`config.mk`:
```
export PLATFORM = sky130hd
export DESIGN_NAME = dcs_pkt_asm
export DESIGN_NICKNAME = d
export VERILOG_FILES = /design/src/rtl/dcs_pkt_pkg.sv /design/src/rtl/dcs_hdr_ecc.sv /design/src/rtl/dcs_crc_byte.sv /design/src/rtl/dcs_pkt_asm.sv
export SDC_FILE = /design/constraint.sdc
export NUM_CORES = 1
export LEC_CHECK = 0
export BUFFER_PORTS_ARGS = -buffer_cell sky130_fd_sc_hd__buf_2
export CELL_PAD_IN_SITES_DETAIL_PLACEMENT = 2
export CELL_PAD_IN_SITES_GLOBAL_PLACEMENT = 2
export CORE_MARGIN = 8
export CORE_UTILIZATION = 35
export CTS_CLUSTER_SIZE = 30
export DETAILED_ROUTE_END_ITERATION = 16
export GPL_ROUTABILITY_DRIVEN = 0
export PLACE_DENSITY_LB_ADDON = 0.1
export SLEW_MARGIN = 5
export SYNTH_ARGS = -nofsm -noshare
export SYNTH_HDL_FRONTEND = slang
export SYNTH_HIERARCHICAL = 1
export SYNTH_SLANG_ARGS = --single-unit
```
`constraint.sdc`:
```
create_clock -name clk -period 4.7 [get_ports clk]
set_input_delay 0.47 -clock clk [delete_from_list [all_inputs] [get_ports clk]]
set_output_delay 0.47 -clock clk [all_outputs]
set_load 0.02 [all_outputs]
```
`src/rtl/dcs_pkt_pkg.sv`:
```
package dcs_pkt_pkg;

    typedef enum logic [1:0] {
        ST_IDLE,
        ST_HEADER,
        ST_PAYLOAD,
        ST_CHECKSUM
    } asm_state_t;

    localparam logic [7:0] TYPE_SHORT0 = 8'h05;
    localparam logic [7:0] TYPE_SHORT1 = 8'h15;
    localparam logic [7:0] TYPE_LONG   = 8'h39;

    localparam int          ECC_BITS = 6;
    localparam logic [23:0] ECC_MASK [ECC_BITS] = '{
        24'hF12CB7, 24'hF2555B, 24'h749A6D,
        24'hB8E38E, 24'hDF03F0, 24'hEFFC00
    };

    localparam logic [15:0] CRC_POLY = 16'h8408;
    localparam logic [15:0] CRC_SEED = 16'hFFFF;

endpackage

```
`src/rtl/dcs_hdr_ecc.sv`:
```
module dcs_hdr_ecc
    import dcs_pkt_pkg::*;
(
    input  logic [23:0] hdr,
    output logic [7:0]  ecc
);
    for (genvar i = 0; i < ECC_BITS; i++) begin : g_bit
        assign ecc[i] = ^(hdr & ECC_MASK[i]);
    end
    assign ecc[7:ECC_BITS] = '0;
endmodule

```
`src/rtl/dcs_crc_byte.sv`:
```
module dcs_crc_byte
    import dcs_pkt_pkg::*;
(
    input  logic [15:0] crc_in,
    input  logic [7:0]  din,
    output logic [15:0] crc_out
);
    always_comb begin
        logic [15:0] c;
        c = crc_in;
        for (int b = 0; b < 8; b++) begin
            if (c[0] ^ din[b]) c = (c >> 1) ^ CRC_POLY;
            else               c = c >> 1;
        end
        crc_out = c;
    end
endmodule

```
`src/rtl/dcs_pkt_asm.sv`:
```
module dcs_pkt_asm
    import dcs_pkt_pkg::*;
#(
    parameter int MAX_PARAMS = 8,
    parameter int CNT_W      = 8
) (
    input  logic                    clk,
    input  logic                    rst_n,
    input  logic                    req_valid,
    output logic                    req_ready,
    input  logic [7:0]              req_cmd,
    input  logic [CNT_W-1:0]        req_cnt,
    input  logic [MAX_PARAMS*8-1:0] req_params,
    output logic                    out_valid,
    input  logic                    out_ready,
    output logic [7:0]              out_data,
    output logic                    out_last,
    output logic                    err
);
    localparam int             IDX_W  = $clog2(MAX_PARAMS + 1) + 1;
    localparam logic [CNT_W-1:0] MAX_C = CNT_W'(MAX_PARAMS);

    asm_state_t              state, nxt;
    logic [IDX_W-1:0]        idx;
    logic [IDX_W-1:0]        pidx;
    logic [7:0]              cmd_q;
    logic [CNT_W-1:0]        cnt_q;
    logic [MAX_PARAMS*8-1:0] par_q;
    logic [15:0]             crc_q, crc_nx;
    logic                    err_q;
    logic                    is_long, fire, accept, cnt_ok;
    logic [15:0]             wc;
    logic [7:0]              hb0, hb1, hb2, ecc;
    logic [7:0]              pay_byte;

    assign cnt_ok  = (req_cnt <= MAX_C);
    assign accept  = req_valid && (state == ST_IDLE);
    assign is_long = (cnt_q > CNT_W'(1));
    assign fire    = out_valid && out_ready;
    assign wc      = 16'(cnt_q) + 16'd1;
    assign pidx    = idx - 1'b1;

    assign hb0 = is_long ? TYPE_LONG : ((cnt_q == '0) ? TYPE_SHORT0 : TYPE_SHORT1);
    assign hb1 = is_long ? wc[7:0]  : cmd_q;
    assign hb2 = is_long ? wc[15:8] : ((cnt_q == '0) ? 8'h00 : par_q[7:0]);

    assign pay_byte = (idx == '0) ? cmd_q : par_q[{pidx, 3'b000} +: 8];

    dcs_hdr_ecc u_ecc (
        .hdr ({hb2, hb1, hb0}),
        .ecc (ecc)
    );

    dcs_crc_byte u_crc (
        .crc_in  (crc_q),
        .din     (pay_byte),
        .crc_out (crc_nx)
    );

    // state register
    always_ff @(posedge clk) begin
        if (!rst_n) state <= ST_IDLE;
        else        state <= nxt;
    end

    // transitions
    always_comb begin
        nxt = state;
        unique case (state)
            ST_IDLE:     if (accept && cnt_ok) nxt = ST_HEADER;
            ST_HEADER:   if (fire && idx == IDX_W'(3)) nxt = is_long ? ST_PAYLOAD : ST_IDLE;
            ST_PAYLOAD:  if (fire && idx == IDX_W'(cnt_q)) nxt = ST_CHECKSUM;
            ST_CHECKSUM: if (fire && idx == IDX_W'(1)) nxt = ST_IDLE;
            default:     nxt = ST_IDLE;
        endcase
    end

    // datapath registers
    always_ff @(posedge clk) begin
        if (!rst_n) begin
            idx   <= '0;
            cmd_q <= '0;
            cnt_q <= '0;
            par_q <= '0;
            crc_q <= CRC_SEED;
            err_q <= 1'b0;
        end else begin
            err_q <= accept && !cnt_ok;
            if (accept && cnt_ok) begin
                cmd_q <= req_cmd;
                cnt_q <= req_cnt;
                par_q <= req_params;
                crc_q <= CRC_SEED;
            end
            if (nxt != state)  idx <= '0;
            else if (fire)     idx <= idx + 1'b1;
            if (state == ST_PAYLOAD && fire) crc_q <= crc_nx;
        end
    end

    // outputs
    always_comb begin
        out_valid = 1'b0;
        out_data  = 8'h00;
        out_last  = 1'b0;
        unique case (state)
            ST_IDLE: ;
            ST_HEADER: begin
                out_valid = 1'b1;
                unique case (idx[1:0])
                    2'd0: out_data = hb0;
                    2'd1: out_data = hb1;
                    2'd2: out_data = hb2;
                    default: out_data = ecc;
                endcase
                out_last = !is_long && (idx == IDX_W'(3));
            end
            ST_PAYLOAD: begin
                out_valid = 1'b1;
                out_data  = pay_byte;
            end
            ST_CHECKSUM: begin
                out_valid = 1'b1;
                out_data  = idx[0] ? crc_q[15:8] : crc_q[7:0];
                out_last  = idx[0];
            end
            default: ;
        endcase
        req_ready = (state == ST_IDLE);
        err       = err_q;
    end
endmodule

```
==> flow_summary.toml, run 1 <==
[clock_network]
path_clk_slew_ns = 0.08
cts_sinks = 104
post_cts_buffers = 0
cts_tree = "built"
post_cts_resized = 0
cts_hold_buffers = 0
clk_latency_ns = 0.35
cts.htree.levels = 3
max-clock-path-buffers = 2
cts-buffers-inserted = 9
cts-root-buf = "clkbuf_16"

[status]
status = "finished, final reports clean"

[die]
std_cell_rows = 49
die-width_um = 149.5
coreArea_um2 = 17720
io_pins = 96
start_util_pct = 35.20
die_h_um = 149.5
dieArea_um2 = 22350

[worst_setup_path]
criticalPathCategory = "flop to primary output"
critPathRequiredTime_ns = 4.23
worstPathArrival_ns = 4.02
cp-end-kind = "primary output"
path_max_fanout = 12
startpoint_type = "flop"

[placement]
io_buffer_count = 95
place_area_um2 = 6842
post-dp-hpwl_um = 16240
place_ws_ns = 0.5689

[timing]
clock_skew_ns = 0.01204
period_minus_slack_ns = 4.494
postLayoutSetupSlackWorst_ns = 0.2057
max_freq_ghz = 0.2225
hold_viol = 0
finalMaxSlewViolations = 0
fin_crit_sh_pct = 95.62
slew-limit-headroom_pct = 38.50
worst_pin_slew_ns = 0.9226
fin_tns_setup_ns = 0
grt_setup_unrepaired = "false"
setup_viol = 0

[yosys]
synth_cell_type_count = 66
yosysSeqAreaShare_pct = 33.38
syn_inst = 722
synthesis.area_um2 = 6237
synth-edff-count = 0
ys_warn_count = 6
synth_flop_cell = "dfxtp_1"
syn_area_per_cell_um2 = 8.639
synth-seq-cells = 104
async_flop_share_pct = 0

[power_and_ir_drop]
switching_power_mw = 0.4430
power_density_nw_per_um2 = 256.3
sw_frac_of_total_pct = 24.16
internal-power_mw = 1.391
leakage_nw = 2.819
power_frac_seq_pct = 48.6
peakVddDrop_v = 0.0001570
clockPowerShare_pct = 43.5
p_comb_share_pct = 7.9

[global_routing]
grt_max_degree = 93
globalRouteTotalUtil_pct = 19.76
first_global_vias = 6177
grt_pass1_wl_um = 34380
grt_overflow = 0
antenna_found_initial = 1

[finish]
finalCoreUtilization_pct = 40.39
drive_gt1_share_pct = 20.08
fin_area_um2 = 7156
fin_nets = 885
diodes = 0
syn_to_final_growth_pct = 14.72

[route]
via_per_inst = 5.333
drcViolationCount = 0
routed_wl_um = 21430
post_drt_wl_per_cell_um = 20.89
vias = 5472
dr.pass1.iters = 4
drt_iter0_drc = 226
detail-route-antenna-nets = 0

[flow_run]
drv_cap = 0

[min_path]
hp-class = "input port to flop"
-- cell families after synthesis --
logic type / synth area share [%]
other: 0.1805
AOI/OAI and AO/OA: 14.44
adders and majority gates: 1.805
xor gates and xnor gates: 16.17
and+or+nand+nor: 20.16
DFF: 33.38
buffers and inverters: 4.293
muxes: 9.569
-- cell usage after synthesis (14+ instances only) --
cell type | instances | area share (%)
xor2_1 | 15 | 2.1
xnor3_1 | 14 | 5.1
nor3_1 | 19 | 1.5
clkbuf_1 | 22 | 1.3
a21oi_1 | 87 | 7.0
mux2i_1 | 18 | 2.9
xnor2_1 | 38 | 5.3
buf_2 | 18 | 1.4
nand2_1 | 172 | 10
dfxtp_1 | 104 | 33
nor2_1 | 36 | 2.2
mux4_2 | 16 | 5.8
o21ai_0 | 31 | 2.5
-- power by group through the flow --
stage / logic, mW / registers, mW / clock network, mW
finish: 0.144 / 0.892 / 0.798
detailed placement: 0.145 / 0.912 / 0
floorplan: 0.0835 / 0.910 / 0
CTS: 0.146 / 0.892 / 0.826
global placement: 0.140 / 0.912 / 0
global route: 0.156 / 0.892 / 0.854
-- per-stage QoR --
step / total power, mW / hold WS [ns] / cells
after CTS: 1.863 / 0.3378 / 1026
after global placement: 1.052 / 0.4407 / 1010
after floorplan: 0.9939 / 0.4331 / 729
final: 1.834 / 0.3493 / 1026
after detailed placement: 1.058 / 0.4515 / 1010
after global routing: 1.903 / 0.3425 / 1026
-- per-layer routing --
layer  part of all wire [%]  vias up  GRT usage, %  wire [um]
met1                     45     2720         24.43       9723
met2                     49      102         34.01      10520
met5                      0        -             0          0
met3                    2.9       33         3.205        616
met4                    2.7        0         7.017        574
li1                       -     2617             -          -
-- placed cells by master (no fill, tap or decap), types with 4 or more instances in the layout --
| cell | netlist | layout |
|---|---|---|
| buf_2 | 18 | 95 |
| xnor2_1 | 38 | 38 |
| nor3_1 | 19 | 19 |
| dfxtp_1 | 104 | 102 |
| clkbuf_16 | 0 | 9 |
| mux4_2 | 16 | 16 |
| and3_1 | 8 | 8 |
| mux2i_1 | 18 | 18 |
| buf_4 | 5 | 5 |
| ha_1 | 9 | 9 |
| nor2_1 | 36 | 35 |
| nand4_1 | 4 | 4 |
| xor2_1 | 15 | 15 |
| nand3_1 | 9 | 9 |
| inv_1 | 7 | 7 |
| o21ai_0 | 31 | 31 |
| and2_1 | 9 | 9 |
| conb_1 | 3 | 10 |
| nand2_1 | 172 | 172 |
| a21oi_1 | 87 | 87 |
| xnor3_1 | 14 | 14 |
| o221ai_1 | 7 | 7 |
| a21o_1 | 4 | 4 |
-- worst max-delay path, stage by stage, from the launching register on --
cell       delay, ns
dfxtp_1         0.46
inv_1           0.12
ha_1            0.23
or2_2           0.34
nand3_4         0.20
inv_2           0.15
o2bb2ai_1       0.21
xnor3_1         0.43
xor2_1          0.22
xnor3_1         0.43
o21a_1          0.20
a31o_2          0.25
a211o_1         0.27
buf_2           0.16
-- flip-flops by register name, summed over array words and instances, names as in the netlist --
signal,flops
cmd_q,8
cnt_q,8
crc_q,16
state,2
idx,5
err,1
par_q,64
-- layout make-up --
class | count | area, um2
timing repair buffer | 100 | 513.0
tap | 229 | 286.5
fill | 2043 | 10560
inverter | 10 | 37.54
multi-input combinational | 567 | 3921
clock inverter | 6 | 73.82
sequential | 104 | 2085
clock buffer | 10 | 239.0
-- path summary, 6_finish.rpt --
check,start,to,slack (ns),depth (start not counted)
hold reg to reg,par_q[44],par_q[44],0.46,2
setup / recovery,cnt_q[1],out_data[5],0.21,13
setup reg to reg,idx[1],crc_q[2],1.05,10
hold / removal,req_params[11],par_q[11],0.35,3
No activity file was read; power rests on OpenSTA's default activity.
==> run 2: changes to the inputs <==
--- a/config.mk
+++ b/config.mk
@@ -8,6 +8,7 @@
 export BUFFER_PORTS_ARGS = -buffer_cell sky130_fd_sc_hd__buf_2
 export CELL_PAD_IN_SITES_DETAIL_PLACEMENT = 2
 export CELL_PAD_IN_SITES_GLOBAL_PLACEMENT = 2
+export CORE_ASPECT_RATIO = 1.4
 export CORE_MARGIN = 8
 export CORE_UTILIZATION = 35
 export CTS_CLUSTER_SIZE = 30
==> flow_summary.toml, run 2 (synthesis results as in run 1) <==
[timing]
period_minus_slack_ns = 4.430
slew-limit-headroom_pct = 42.31
finalMaxSlewViolations = 0
max_freq_ghz = 0.2257
postLayoutSetupSlackWorst_ns = 0.2696
fin_tns_setup_ns = 0
worst_pin_slew_ns = 0.8654
grt_setup_unrepaired = "false"
hold_ws_ns = 0.3359
hold_viol = 0
setup_viol = 0
fin_crit_sh_pct = 94.26
clock_skew_ns = 0.009285

[placement]
io_buffer_count = 95
place_ws_ns = 0.6297
post-dp-hpwl_um = 17040

[die]
die-width_um = 128.8
std_cell_rows = 58
io_pins = 96
die_h_um = 174.0
coreArea_um2 = 17710
start_util_pct = 35.22
dieArea_um2 = 22410

[clock_network]
cts_tree = "built"
clk_latency_ns = 0.36
cts_sinks = 104
max-clock-path-buffers = 2
cts_hold_buffers = 0
path_clk_slew_ns = 0.07
cts.htree.levels = 3
cts-buffers-inserted = 9
cts-root-buf = "clkbuf_16"

[worst_setup_path]
worstPathArrival_ns = 3.96
path_max_fanout = 12
rrSetupSlack_ns = 0.92
critPathRequiredTime_ns = 4.23
criticalPathCategory = "flop to primary output"
cp-end-kind = "primary output"
startpoint_type = "flop"

[finish]
final_common_cell = "nand2_1"
diodes = 0
top_regs = "par_q: 64 flops, crc_q: 16 flops"
fin_nets = 886
largest_reg_flops = 64
finalCoreUtilization_pct = 40.43
syn_to_final_growth_pct = 14.76
drive_gt1_share_pct = 20.05
regMostFlops = "par_q"
mostFrequentLayoutCells = "172 x nand2_1, 102 x dfxtp_1, 95 x buf_2"

[power_and_ir_drop]
power_density_nw_per_um2 = 248.6
peakVddDrop_v = 0.0001553
total_power_mw = 1.780
leakage_nw = 2.816

[route]
post_drt_wl_per_cell_um = 21.58
dr.pass1.iters = 4
routed_wl_um = 22400
drt_iter0_drc = 271
vias = 5477
detail-route-antenna-nets = 0
drcViolationCount = 0
via_per_inst = 5.276

[global_routing]
grt_overflow = 0
globalRouteTotalUtil_pct = 20.65
grt_pass1_wl_um = 35300
antenna_found_initial = 0
grt_max_degree = 83
first_global_vias = 6245

[flow_run]
drv_cap = 0

[min_path]
hp-class = "input port to flop"

[status]
status = "finished, final reports clean"
==> run 2: worst paths after layout <==
check                 startpoint           to  cells after the start
hold reg to reg        par_q[31]    par_q[31]                      2
setup / recovery        cnt_q[1]  out_data[5]                     13
setup reg to reg          idx[1]     crc_q[3]                     10
hold / removal    req_params[37]    par_q[37]                      3
==> run 2: repair_timing <==
item                                    4_1_cts  5_1_grt
endpoints found under the setup margin        0        1
gates resized for setup                       0        1
setup buffers                                 0        0
==> run 2: layout make-up <==
cell class                      count  area [um2]
Clock inverter                      5       38.79
Fill cell                        2010       10550
Inverter                           10       37.54
Timing Repair Buffer              101       533.0
Clock buffer                       11       242.7
Multi-Input combinational cell    567        3921
Sequential cell                   104        2085
Tap cell                          240       300.3
==> run 2: power breakdown <==
| part | total [mW] | internal (mW) | switching [mW] |
|---|---|---|---|
| combinational | 0.149 | 0.0705 | 0.0783 |
| clock | 0.739 | 0.378 | 0.361 |
| sequential | 0.892 | 0.886 | 0.00557 |
==> run 2: metal layers <==
metal,up-vias,wire [um],track usage (%)
met5,-,0,0
met4,0,686,8.993
met3,40,770,3.373
met2,111,11930,37.23
met1,2704,9007,23.10
li1,2622,-,-
==> run 2: metrics by stage <==
stage,cells,area [um2]
final,1038,7158
after global routing,1038,7158
after CTS,1038,7157
after detailed placement,1022,6875
after global placement,1022,6875
after floorplan,729,6264
==> run 2: worst max-delay path: stages, from the launching register on <==
cell and delay, ns:
dfxtp_1 0.45, inv_1 0.10, ha_1 0.23, or2_2 0.33
nand3_4 0.20, inv_2 0.16, o2bb2ai_1 0.21, xnor3_1 0.43
xor2_1 0.20, xnor3_1 0.43, o21a_1 0.19, a31o_2 0.24
a211o_1 0.26, buf_2 0.16
